`src/rtl/pbe_pkg.sv`:
```
package pbe_pkg;

  typedef enum logic [1:0] {
    ST_IDLE = 2'd0,
    ST_LOAD = 2'd1,
    ST_RUN  = 2'd2
  } pbe_state_e;

endpackage

```
`src/rtl/pbe_period_timer.sv`:
```
module pbe_period_timer #(
  parameter int CNT_W = 16
) (
  input  logic             clk,
  input  logic             rst_n,
  input  logic             run,
  input  logic             restart,
  input  logic             arr_load,
  input  logic [CNT_W-1:0] reload_in,
  output logic [CNT_W-1:0] cnt,
  output logic             wrap
);

  logic [CNT_W-1:0] arr_act;

  assign wrap = run && (cnt == arr_act);

  always_ff @(posedge clk or negedge rst_n) begin
    if (!rst_n) begin
      cnt     <= '0;
      arr_act <= '0;
    end else begin
      if (arr_load) arr_act <= reload_in;
      if (restart) begin
        cnt <= '0;
      end else if (run) begin
        cnt <= wrap ? '0 : cnt + CNT_W'(1);
      end
    end
  end


  cnt_bound_chk: assert property (@(posedge clk) disable iff (!rst_n)
    run |-> cnt <= arr_act);

endmodule

```
`src/rtl/pbe_update_seq.sv`:
```
module pbe_update_seq #(
  parameter int BURST_LEN = 24,
  parameter int REP_W     = 8
) (
  input  logic             clk,
  input  logic             rst_n,
  input  logic             restart,
  input  logic             wrap,
  input  logic [REP_W-1:0] rep_in,
  output logic             upd,
  output logic             last,
  output logic             more_upd
);

  localparam int PW = $clog2(BURST_LEN + 1);
  localparam int RW = REP_W + 1;

  logic [PW-1:0] per_left;
  logic [RW-1:0] rep_left;
  logic [RW-1:0] rep_fresh;

  assign rep_fresh = {1'b0, rep_in} + RW'(1);
  assign last      = wrap && (per_left == PW'(1));
  assign upd       = wrap && (rep_left == RW'(1)) && (per_left != PW'(1));
  assign more_upd  = ({{(32-PW){1'b0}}, per_left} > {{(32-RW){1'b0}}, rep_left});

  always_ff @(posedge clk or negedge rst_n) begin
    if (!rst_n) begin
      per_left <= '0;
      rep_left <= '0;
    end else if (restart) begin
      per_left <= PW'(BURST_LEN);
      rep_left <= rep_fresh;
    end else if (wrap) begin
      per_left <= per_left - PW'(1);
      rep_left <= (rep_left == RW'(1)) ? rep_fresh : rep_left - RW'(1);
    end
  end


  no_wrap_past_end_chk: assert property (@(posedge clk) disable iff (!rst_n)
    last |=> !wrap);

endmodule

```
`src/rtl/pbe_cmp_buffer.sv`:
```
module pbe_cmp_buffer #(
  parameter int CNT_W = 16
) (
  input  logic             clk,
  input  logic             rst_n,
  input  logic             clear,
  input  logic             load_mode,
  input  logic             in_run,
  input  logic             upd,
  input  logic             more_upd,
  input  logic [CNT_W-1:0] tdata,
  input  logic             tvalid,
  output logic             tready,
  output logic [CNT_W-1:0] active,
  output logic             hole,
  output logic             underrun
);

  logic [CNT_W-1:0] shadow;
  logic             full;
  logic             fire;

  assign tready = load_mode || (in_run && !full && more_upd);
  assign fire   = tvalid && tready;

  always_ff @(posedge clk or negedge rst_n) begin
    if (!rst_n) begin
      shadow   <= '0;
      full     <= 1'b0;
      active   <= '0;
      hole     <= 1'b0;
      underrun <= 1'b0;
    end else begin
      if (clear) begin
        underrun <= 1'b0;
        full     <= 1'b0;
      end
      if (load_mode && fire) begin
        active <= tdata;
        hole   <= 1'b0;
        full   <= 1'b0;
      end else if (in_run && upd) begin
        if (full) begin
          active <= shadow;
          hole   <= 1'b0;
          full   <= 1'b0;
        end else if (fire) begin
          active <= tdata;
          hole   <= 1'b0;
        end else begin
          hole     <= 1'b1;
          underrun <= 1'b1;
        end
      end else if (in_run && fire) begin
        shadow <= tdata;
        full   <= 1'b1;
      end
    end
  end


  underrun_cause_chk: assert property (@(posedge clk) disable iff (!rst_n)
    $rose(underrun) |-> $past(upd) && !$past(tvalid));

endmodule

```
`src/rtl/pulse_burst_enc.sv`:
```
module pulse_burst_enc #(
  parameter int CNT_W     = 16,
  parameter int BURST_LEN = 24,
  parameter int REP_W     = 8
) (
  input  logic             clk,
  input  logic             rst_n,
  input  logic             start,
  input  logic [CNT_W-1:0] reload_val,
  input  logic [REP_W-1:0] rep_val,
  input  logic [CNT_W-1:0] cmp_tdata,
  input  logic             cmp_tvalid,
  output logic             cmp_tready,
  output logic             pwm_out,
  output logic             busy,
  output logic             done,
  output logic             underrun
);

  import pbe_pkg::*;

  pbe_state_e       st;
  logic             start_acc;
  logic             load_fire;
  logic             in_run;
  logic [CNT_W-1:0] cnt;
  logic             wrap;
  logic             upd;
  logic             last;
  logic             more_upd;
  logic [CNT_W-1:0] active;
  logic             hole;

  assign in_run    = (st == ST_RUN);
  assign start_acc = start && (st == ST_IDLE);
  assign load_fire = (st == ST_LOAD) && cmp_tvalid;
  assign busy      = (st != ST_IDLE);
  assign pwm_out   = in_run && !hole && (cnt < active);

  always_ff @(posedge clk or negedge rst_n) begin
    if (!rst_n) begin
      st   <= ST_IDLE;
      done <= 1'b0;
    end else begin
      done <= last;
      unique case (st)
        ST_IDLE: if (start)      st <= ST_LOAD;
        ST_LOAD: if (cmp_tvalid) st <= ST_RUN;
        ST_RUN:  if (last)       st <= ST_IDLE;
        default:                 st <= ST_IDLE;
      endcase
    end
  end

  pbe_period_timer #(.CNT_W(CNT_W)) u_timer (
    .clk       (clk),
    .rst_n     (rst_n),
    .run       (in_run),
    .restart   (load_fire),
    .arr_load  (load_fire || upd),
    .reload_in (reload_val),
    .cnt       (cnt),
    .wrap      (wrap)
  );

  pbe_update_seq #(.BURST_LEN(BURST_LEN), .REP_W(REP_W)) u_seq (
    .clk      (clk),
    .rst_n    (rst_n),
    .restart  (load_fire),
    .wrap     (wrap),
    .rep_in   (rep_val),
    .upd      (upd),
    .last     (last),
    .more_upd (more_upd)
  );

  pbe_cmp_buffer #(.CNT_W(CNT_W)) u_buf (
    .clk       (clk),
    .rst_n     (rst_n),
    .clear     (start_acc),
    .load_mode (st == ST_LOAD),
    .in_run    (in_run),
    .upd       (upd),
    .more_upd  (more_upd),
    .tdata     (cmp_tdata),
    .tvalid    (cmp_tvalid),
    .tready    (cmp_tready),
    .active    (active),
    .hole      (hole),
    .underrun  (underrun)
  );


  rise_at_period_start_chk: assert property (@(posedge clk) disable iff (!rst_n)
    $rose(pwm_out) |-> cnt == '0);


  done_single_chk: assert property (@(posedge clk) disable iff (!rst_n)
    done |=> !done);


  done_idle_low_chk: assert property (@(posedge clk) disable iff (!rst_n)
    done |-> !busy && !pwm_out && !cmp_tready);


  start_while_busy_chk: assert property (@(posedge clk) disable iff (!rst_n)
    busy && start && !last |=> busy && !done);

endmodule

```
`config.mk`:
```
export PLATFORM = sky130hd
export DESIGN_NAME = pulse_burst_enc
export DESIGN_NICKNAME = d
export VERILOG_FILES = /design/src/rtl/pbe_pkg.sv /design/src/rtl/pbe_period_timer.sv /design/src/rtl/pbe_update_seq.sv /design/src/rtl/pbe_cmp_buffer.sv /design/src/rtl/pulse_burst_enc.sv
export SDC_FILE = /design/constraint.sdc
export NUM_CORES = 1
export LEC_CHECK = 0
export ABC_AREA = 1
export BUFFER_PORTS_ARGS = -buffer_cell sky130_fd_sc_hd__buf_2
export CAP_MARGIN = 0
export CORE_ASPECT_RATIO = 2
export CORE_UTILIZATION = 60
export CTS_CLUSTER_SIZE = 12
export DETAILED_ROUTE_END_ITERATION = 8
export GPL_TIMING_DRIVEN = 0
export PLACE_DENSITY_LB_ADDON = 0.12
export SYNTH_ARGS = -nofsm -noshare
export SYNTH_HDL_FRONTEND = slang
export SYNTH_SLANG_ARGS = --single-unit
```
`constraint.sdc`:
```
create_clock -name clk -period 2.4 [get_ports clk]
set_input_delay 0.36 -clock clk [delete_from_list [all_inputs] [get_ports clk]]
set_output_delay 0.36 -clock clk [all_outputs]
set_load 0.005 [all_outputs]
```
==> results of run 1 <==
## cell usage after synthesis (3+ instances only)
cell / n
a21oi_1: 20
buf_2: 6
buf_4: 7
clkbuf_1: 3
dfrtp_1: 84
ha_1: 26
inv_1: 68
inv_2: 7
mux2_2: 16
nand2_1: 195
nand2_2: 5
nand3_1: 51
nand3b_1: 3
nand4_1: 24
nor2_1: 43
nor2_2: 5
nor3_1: 12
o211ai_1: 5
o21ai_0: 29
xnor2_1: 3
xor2_1: 15
## per-stage QoR
step	instance area (µm²)	hold WS (ps)	instances	setup slack [ps]
6_report	5819	220.5	814	236.4
5_1_grt	5819	226.5	814	57.72
4_1_cts	5818	218.8	814	234.8
3_5_place_dp	5472	266.7	797	256.6
3_3_place_gp	5441	449.3	796	265.3
2_1_floorplan	5079	64.41	650	516.9
## state kept, by name (all words and copies together), names as in the netlist
register / count
u_buf.underrun: 1
u_seq.per_left: 5
u_timer.cnt: 16
done: 1
u_buf.hole: 1
u_buf.shadow: 16
u_seq.rep_left: 9
st: 2
u_buf.full: 1
u_buf.active: 16
u_timer.arr_act: 16
## cell type report
class / count / area, µm² / area share (%)
Buffer: 20 / 123.9 / 2.129
Clock buffer: 12 / 266.5 / 4.580
Clock inverter: 4 / 70.07 / 1.204
Inverter: 75 / 281.5 / 4.838
Multi-Input combinational cell: 471 / 2571 / 44.18
Sequential cell: 84 / 2103 / 36.14
Tap cell: 98 / 122.6 / 2.107
Timing Repair Buffer: 50 / 280.3 / 4.816
## logic make-up (layout without fill, tap and decap cells)
logic type	count (synthesis)	after routing	share of synthesized area, %
AO/OA/AOI/OAI	61	61	6.554
XOR/XNOR	18	18	3.104
adder cells (fa/ha/maj)	26	26	6.405
buffers and inverters	95	161	7.982
flip-flops	84	84	41.39
multiplexers	16	16	3.548
AND/OR/NAND/NOR	350	350	31.02
## timing repair
action                                  4_1_cts  5_1_grt
gates resized for setup                       0        1
endpoints found under the hold margin        19        0
endpoints found under the setup margin        0        9
hold buffers                                  1        0
## path summary, 6_finish.rpt
kind	to	slack, ps	cells after the start
worst min register to register	u_buf.shadow[10]	470	2
worst max register to register	u_buf.shadow[13]	240	14
worst max-delay path	u_buf.shadow[13]	240	14
min in group asynchronous	u_timer.arr_act[2]	450	2
worst min-delay path	u_timer.arr_act[4]	220	3
max in group asynchronous	u_buf.underrun	1330	3
## metal layers
layer  GRT usage [%]  vias up
met5               0        -
li1                -     2250
met4           20.57        0
met3           6.142       58
met2           56.33      140
met1           35.28     2171
## critical path, stage by stage, from the launching register on
cell,delay [ps]
dfrtp_1,390
inv_1,130
ha_1,330
nand2_1,60
nand3b_1,90
nand2_1,50
inv_1,50
nand2_1,40
nand2_1,70
nand2_1,120
nor2_4,220
nand3_4,150
buf_4,210
nand2_1,60
nand2_1,50
## report_power, final
group / switching, mW / internal [mW] / leakage, nW
registers: 0.441 / 1.99 / 1.06
logic: 1.60 / 0.977 / 1.83
clock network: 0.554 / 0.993 / 0.169
total: 2.59 / 3.96 / 3.05
## layout by cell type (no fill, tap or decap), types with 7 or more instances in the layout
cell | Yosys | final
nand2_1 | 195 | 195
dfrtp_1 | 84 | 83
inv_1 | 68 | 68
buf_2 | 6 | 53
nand3_1 | 51 | 51
nor2_1 | 43 | 43
o21ai_0 | 29 | 29
ha_1 | 26 | 26
nand4_1 | 24 | 24
a21oi_1 | 20 | 20
mux2_2 | 16 | 16
xor2_1 | 15 | 15
nor3_1 | 12 | 12
clkbuf_16 | 0 | 9
buf_4 | 7 | 8
inv_2 | 7 | 7
==> impl_results.md, run 1 <==
- CTS tree: built
- Routed len/inst: 16.05 µm
- Leakage: 3.054 nW
- Setup Fix Bufs, Post-CTS: 0
- Cell Area, Synth: 5079 µm²
- Total CTS buffers: 9
- Clk buf depth: 2
- Routed met2 length: 7.209 mm
- Worst slew pin tran: 566.9 ps
- Yosys Warn Count: 0
- Dominant synthesized flop cell: dfrtp_1
- CTS sink count: 84
- Worst VDD drop: 0.8229 mV
- Clock transition at path regs: 60 ps
- Most area-consuming cells after synthesis: dfrtp_1, nand2_1, ha_1
- DRC viols: 0
- Worst-Skew Late Latency: 340 ps
- Reg2reg start: u_seq.rep_left[1]
- Fraction of registers with async set/reset: 100.0%
- Drt via density: 5.674
- Filler instances: 687
- Final Power: 6.558 mW
- Top Layer Used: met4
- Power per cell area: 1127 nW/µm²
- Critical path launch point type: flop
- Met3 Wirelength: 477 µm
- Relative slew slack: 62.20%
- Synth area leader: dfrtp_1
- Skew final: 4.427 ps
- Worst Path Max Fanout: 10
- Synthesized flop and latch total: 84
- Initial Utilization: 61.69%
- Yosys cell types: 36
- Yosys top cell area share: 41.39%
- Status: completed
- Hold Crit Class: primary input to flop
- Max Fclk: 462.2 MHz
- Layout Nets: 781
- DP Wirelength: 10.01 mm
- Total Routing Usage GR: 32.85%
- Final wirelength: 13.06 mm
- Antenna violations before repair: 0
- Max-cap violations: 0
- WP data arrival: 2390 ps
- Die Ht: 132.1 µm
- I/O pin cnt: 49
- Post-synth EDFFs: 0
- Port buffer count: 48
- Final Cycle Share: 90.15%
- Final min period: 2164 ps
- Gate Count Post-Synth: 650
- Largest net degree at the start of global routing: 66
- Die area: 8859 µm²
- CP Capture Type: flop
- Max Slew Vio Count: 0
- Via count: 4619
- Syn Nets: 720
- DRT iter0 DRCs: 296
- CTS Root Cell: clkbuf_16
- HP Start: reload_val[4]
- Final core occ: 70.68%
- Met1 WL: 4.645 mm
- RSZ-0062 raised after global routing: no
- CP Launch Point: u_seq.rep_left[1]
- DRT antenna net count: 0
- Post-Syn Area per Cell: 7.813 µm²
- Critical setup path kind: flop to flop
- Floorplan row count: 47
- Core ar.: 8233 µm²
- Final Wtd Congestion: 0.8514
- # H-tree levels: 3
- Fraction of layout cells with a size suffix above 1: 17.04%
- Overflow after GRT: 0
- # diodes: 0
- Global-route wire length before repair: 21.69 mm
- Register area share after synthesis: 41.39%
- Setup violators final: 0
- Drt pass-1 iters: 5
- Area Growth Syn to Fin: 14.58%
- Vias in the first global route: 4757
- Critical Path RT: 2630 ps
- Final hold vios: 0
- Die X: 67.06 µm
- Final TNS setup: 0 ps
Power figures use the tool's default switching activity.
==> run 2: changes to the inputs <==
CORE_UTILIZATION = 64   (was 60)
clock period = 2.8 ns   (was 2.4 ns; I/O delays follow)
==> run 2 against run 1 <==
Compared with the run above: non-clock buffer count unchanged; flip-flop and latch count unchanged; register-to-register slack improved by 340 ps; global-route usage increased by 2.3 points; combinational power decreased by 12%; critical endpoint is now pwm_out; highest routed layer unchanged.
==> impl_results.md, run 2 (synthesized netlist as in run 1, its figures left out) <==
- Worst-Skew Late Latency: 340 ps (about the same)
- Final Cycle Share: 80.83%
- Setup violators final: 0 (unchanged)
- # diodes: 0 (unchanged)
- CTS Root Cell: clkbuf_16 (unchanged)
- CP Capture Type: primary output (was flop)
- Fin worst setup slack: 536.8 ps (was 236.4 ps)
- Die Ht: 128.0 µm (was 132.1 µm)
- I/O pin cnt: 49 (unchanged)
- Final hold vios: 0 (unchanged)
- Power per cell area: 978.6 nW/µm² (was 1127 nW/µm²)
- CTS tree: built (unchanged)
- Commonest non-fill, non-tap cell in the layout: nand2_1 (unchanged)
- Max-cap violations: 0 (unchanged)
- Relative slew slack: 62.90% (was 62.20%)
- WP data arrival: 1840 ps (was 2390 ps)
- # H-tree levels: 3 (unchanged)
- Initial Utilization: 66.32% (was 61.69%)
- Via count: 4629 (was 4619)
- Core ar.: 7657 µm² (was 8233 µm²)
- Total CTS buffers: 9 (unchanged)
- Final TNS setup: 0 ps (unchanged)
- Global-route wire length before repair: 21.71 mm (was 21.69 mm)
- Clk buf depth: 2 (unchanged)
- Area Growth Syn to Fin: 14.49% (was 14.58%)
- Hold buffers post-CTS: 1 (unchanged)
- Drt via density: 5.729 (was 5.674)
- Floorplan row count: 45 (was 47)
- Overflow after GRT: 0 (unchanged)
- Critical Path RT: 2380 ps (was 2630 ps)
- Hold Crit Class: primary input to flop (unchanged)
- Vias in the first global route: 4870 (was 4757)
- Setup Fix Bufs, Post-CTS: 0 (unchanged)
- Reg2Reg Depth: 14 (unchanged)
- Critical setup path kind: flop to primary output (was flop to flop)
- Final core occ: 75.93% (was 70.68%)
- Critical path launch point type: flop (unchanged)
- Final min period: 2263 ps
- DP Wirelength: 10.02 mm (was 10.01 mm)
- DRT antenna net count: 0 (unchanged)
- Worst slew pin tran: 556.6 ps (was 566.9 ps)
- Cts repair resizes: 0 (unchanged)
- Routed len/inst: 16.47 µm (was 16.05 µm)
- Die area: 8317 µm² (was 8859 µm²)
- Max Fclk: 441.9 MHz
- DRT iter0 DRCs: 334 (was 296)
- Max Slew Vio Count: 0 (unchanged)
- Total Routing Usage GR: 35.14% (was 32.85%)
- CTS sink count: 84 (unchanged)
- Port buffer count: 48 (unchanged)
- Fraction of layout cells with a size suffix above 1: 16.67% (was 17.04%)
- DRC viols: 0 (unchanged)
- Final wirelength: 13.31 mm (was 13.06 mm)
- Drt pass-1 iters: 4 (was 5)
- Skew final: 6.232 ps (was 4.427 ps)
- Hold depth: 3 (unchanged)
- Antenna violations before repair: 0 (unchanged)
- Die X: 64.99 µm (was 67.06 µm)
- Setup WS pre-CTS: 636.4 ps (was 256.6 ps)
- Largest net degree at the start of global routing: 67 (was 66)
- Status: completed (unchanged)
- Leakage: 3.051 nW (was 3.054 nW)
- Worst VDD drop: 0.6640 mV (was 0.8229 mV)
- Worst Path Max Fanout: 5 (was 10)
- RSZ-0062 raised after global routing: no (unchanged)
- Layout Nets: 781 (unchanged)
- Most frequent cells in the layout: nand2_1, dfrtp_1, inv_1 (unchanged)
- Final Wtd Congestion: 0.9412 (was 0.8514)
- Clock transition at path regs: 60 ps (about the same)
[run 2: path summary, 6_finish.rpt]
path	start	end	slack (ps)
max	u_timer.cnt[13]	pwm_out	540
min	reload_val[11]	u_timer.arr_act[11]	280
max reg2reg	u_seq.rep_left[2]	u_buf.shadow[7]	580
min reg2reg	u_buf.shadow[3]	u_buf.shadow[3]	470
max in group asynchronous	rst_n	u_buf.shadow[7]	1680
min in group asynchronous	rst_n	u_timer.cnt[0]	510
[run 2: metal layers]
layer  track usage (%)  vias up  routed length [µm]
met5                 0        -                   0
met4             24.31        0                 770
met3             6.406       59                 497
met2             65.13      144                7329
met1             33.37     2190                4708
li1                  -     2236                   -
[run 2: final cells by class]
type / instances / area (µm²)
Buffer: 20 / 123.9
Clock buffer: 10 / 239.0
Clock inverter: 4 / 98.84
Fill cell: 604 / 1843
Inverter: 75 / 281.5
Multi-Input combinational cell: 471 / 2571
Sequential cell: 84 / 2102
Tap cell: 94 / 117.6
Timing Repair Buffer: 50 / 280.3
[run 2: through the flow]
step                std cells  hold WS (ps)  instance area (µm²)  power [mW]
CTS                       808         279.5                 5814       5.681
global route              808         292.2                 5814       6.115
global placement          792         449.8                 5436       4.147
detailed placement        793         319.8                 5466       4.301
floorplan                 650         124.4                 5079       3.644
finish                    808         283.0                 5814       5.690
[run 2: power by group]
part / leakage, nW / internal (mW) / switching (mW)
Sequential: 1.06 / 1.71 / 0.382
Clock: 0.165 / 0.887 / 0.454
Combinational: 1.83 / 0.842 / 1.42
Total: 3.05 / 3.44 / 2.25
[run 2: critical path: stages, from the launching register on]
cell and delay, ps:
dfrtp_1 420, ha_1 350, a21oi_1 170, nor2_1 60, a21oi_1 140, o211ai_1 110, a21oi_1 130, buf_2 120
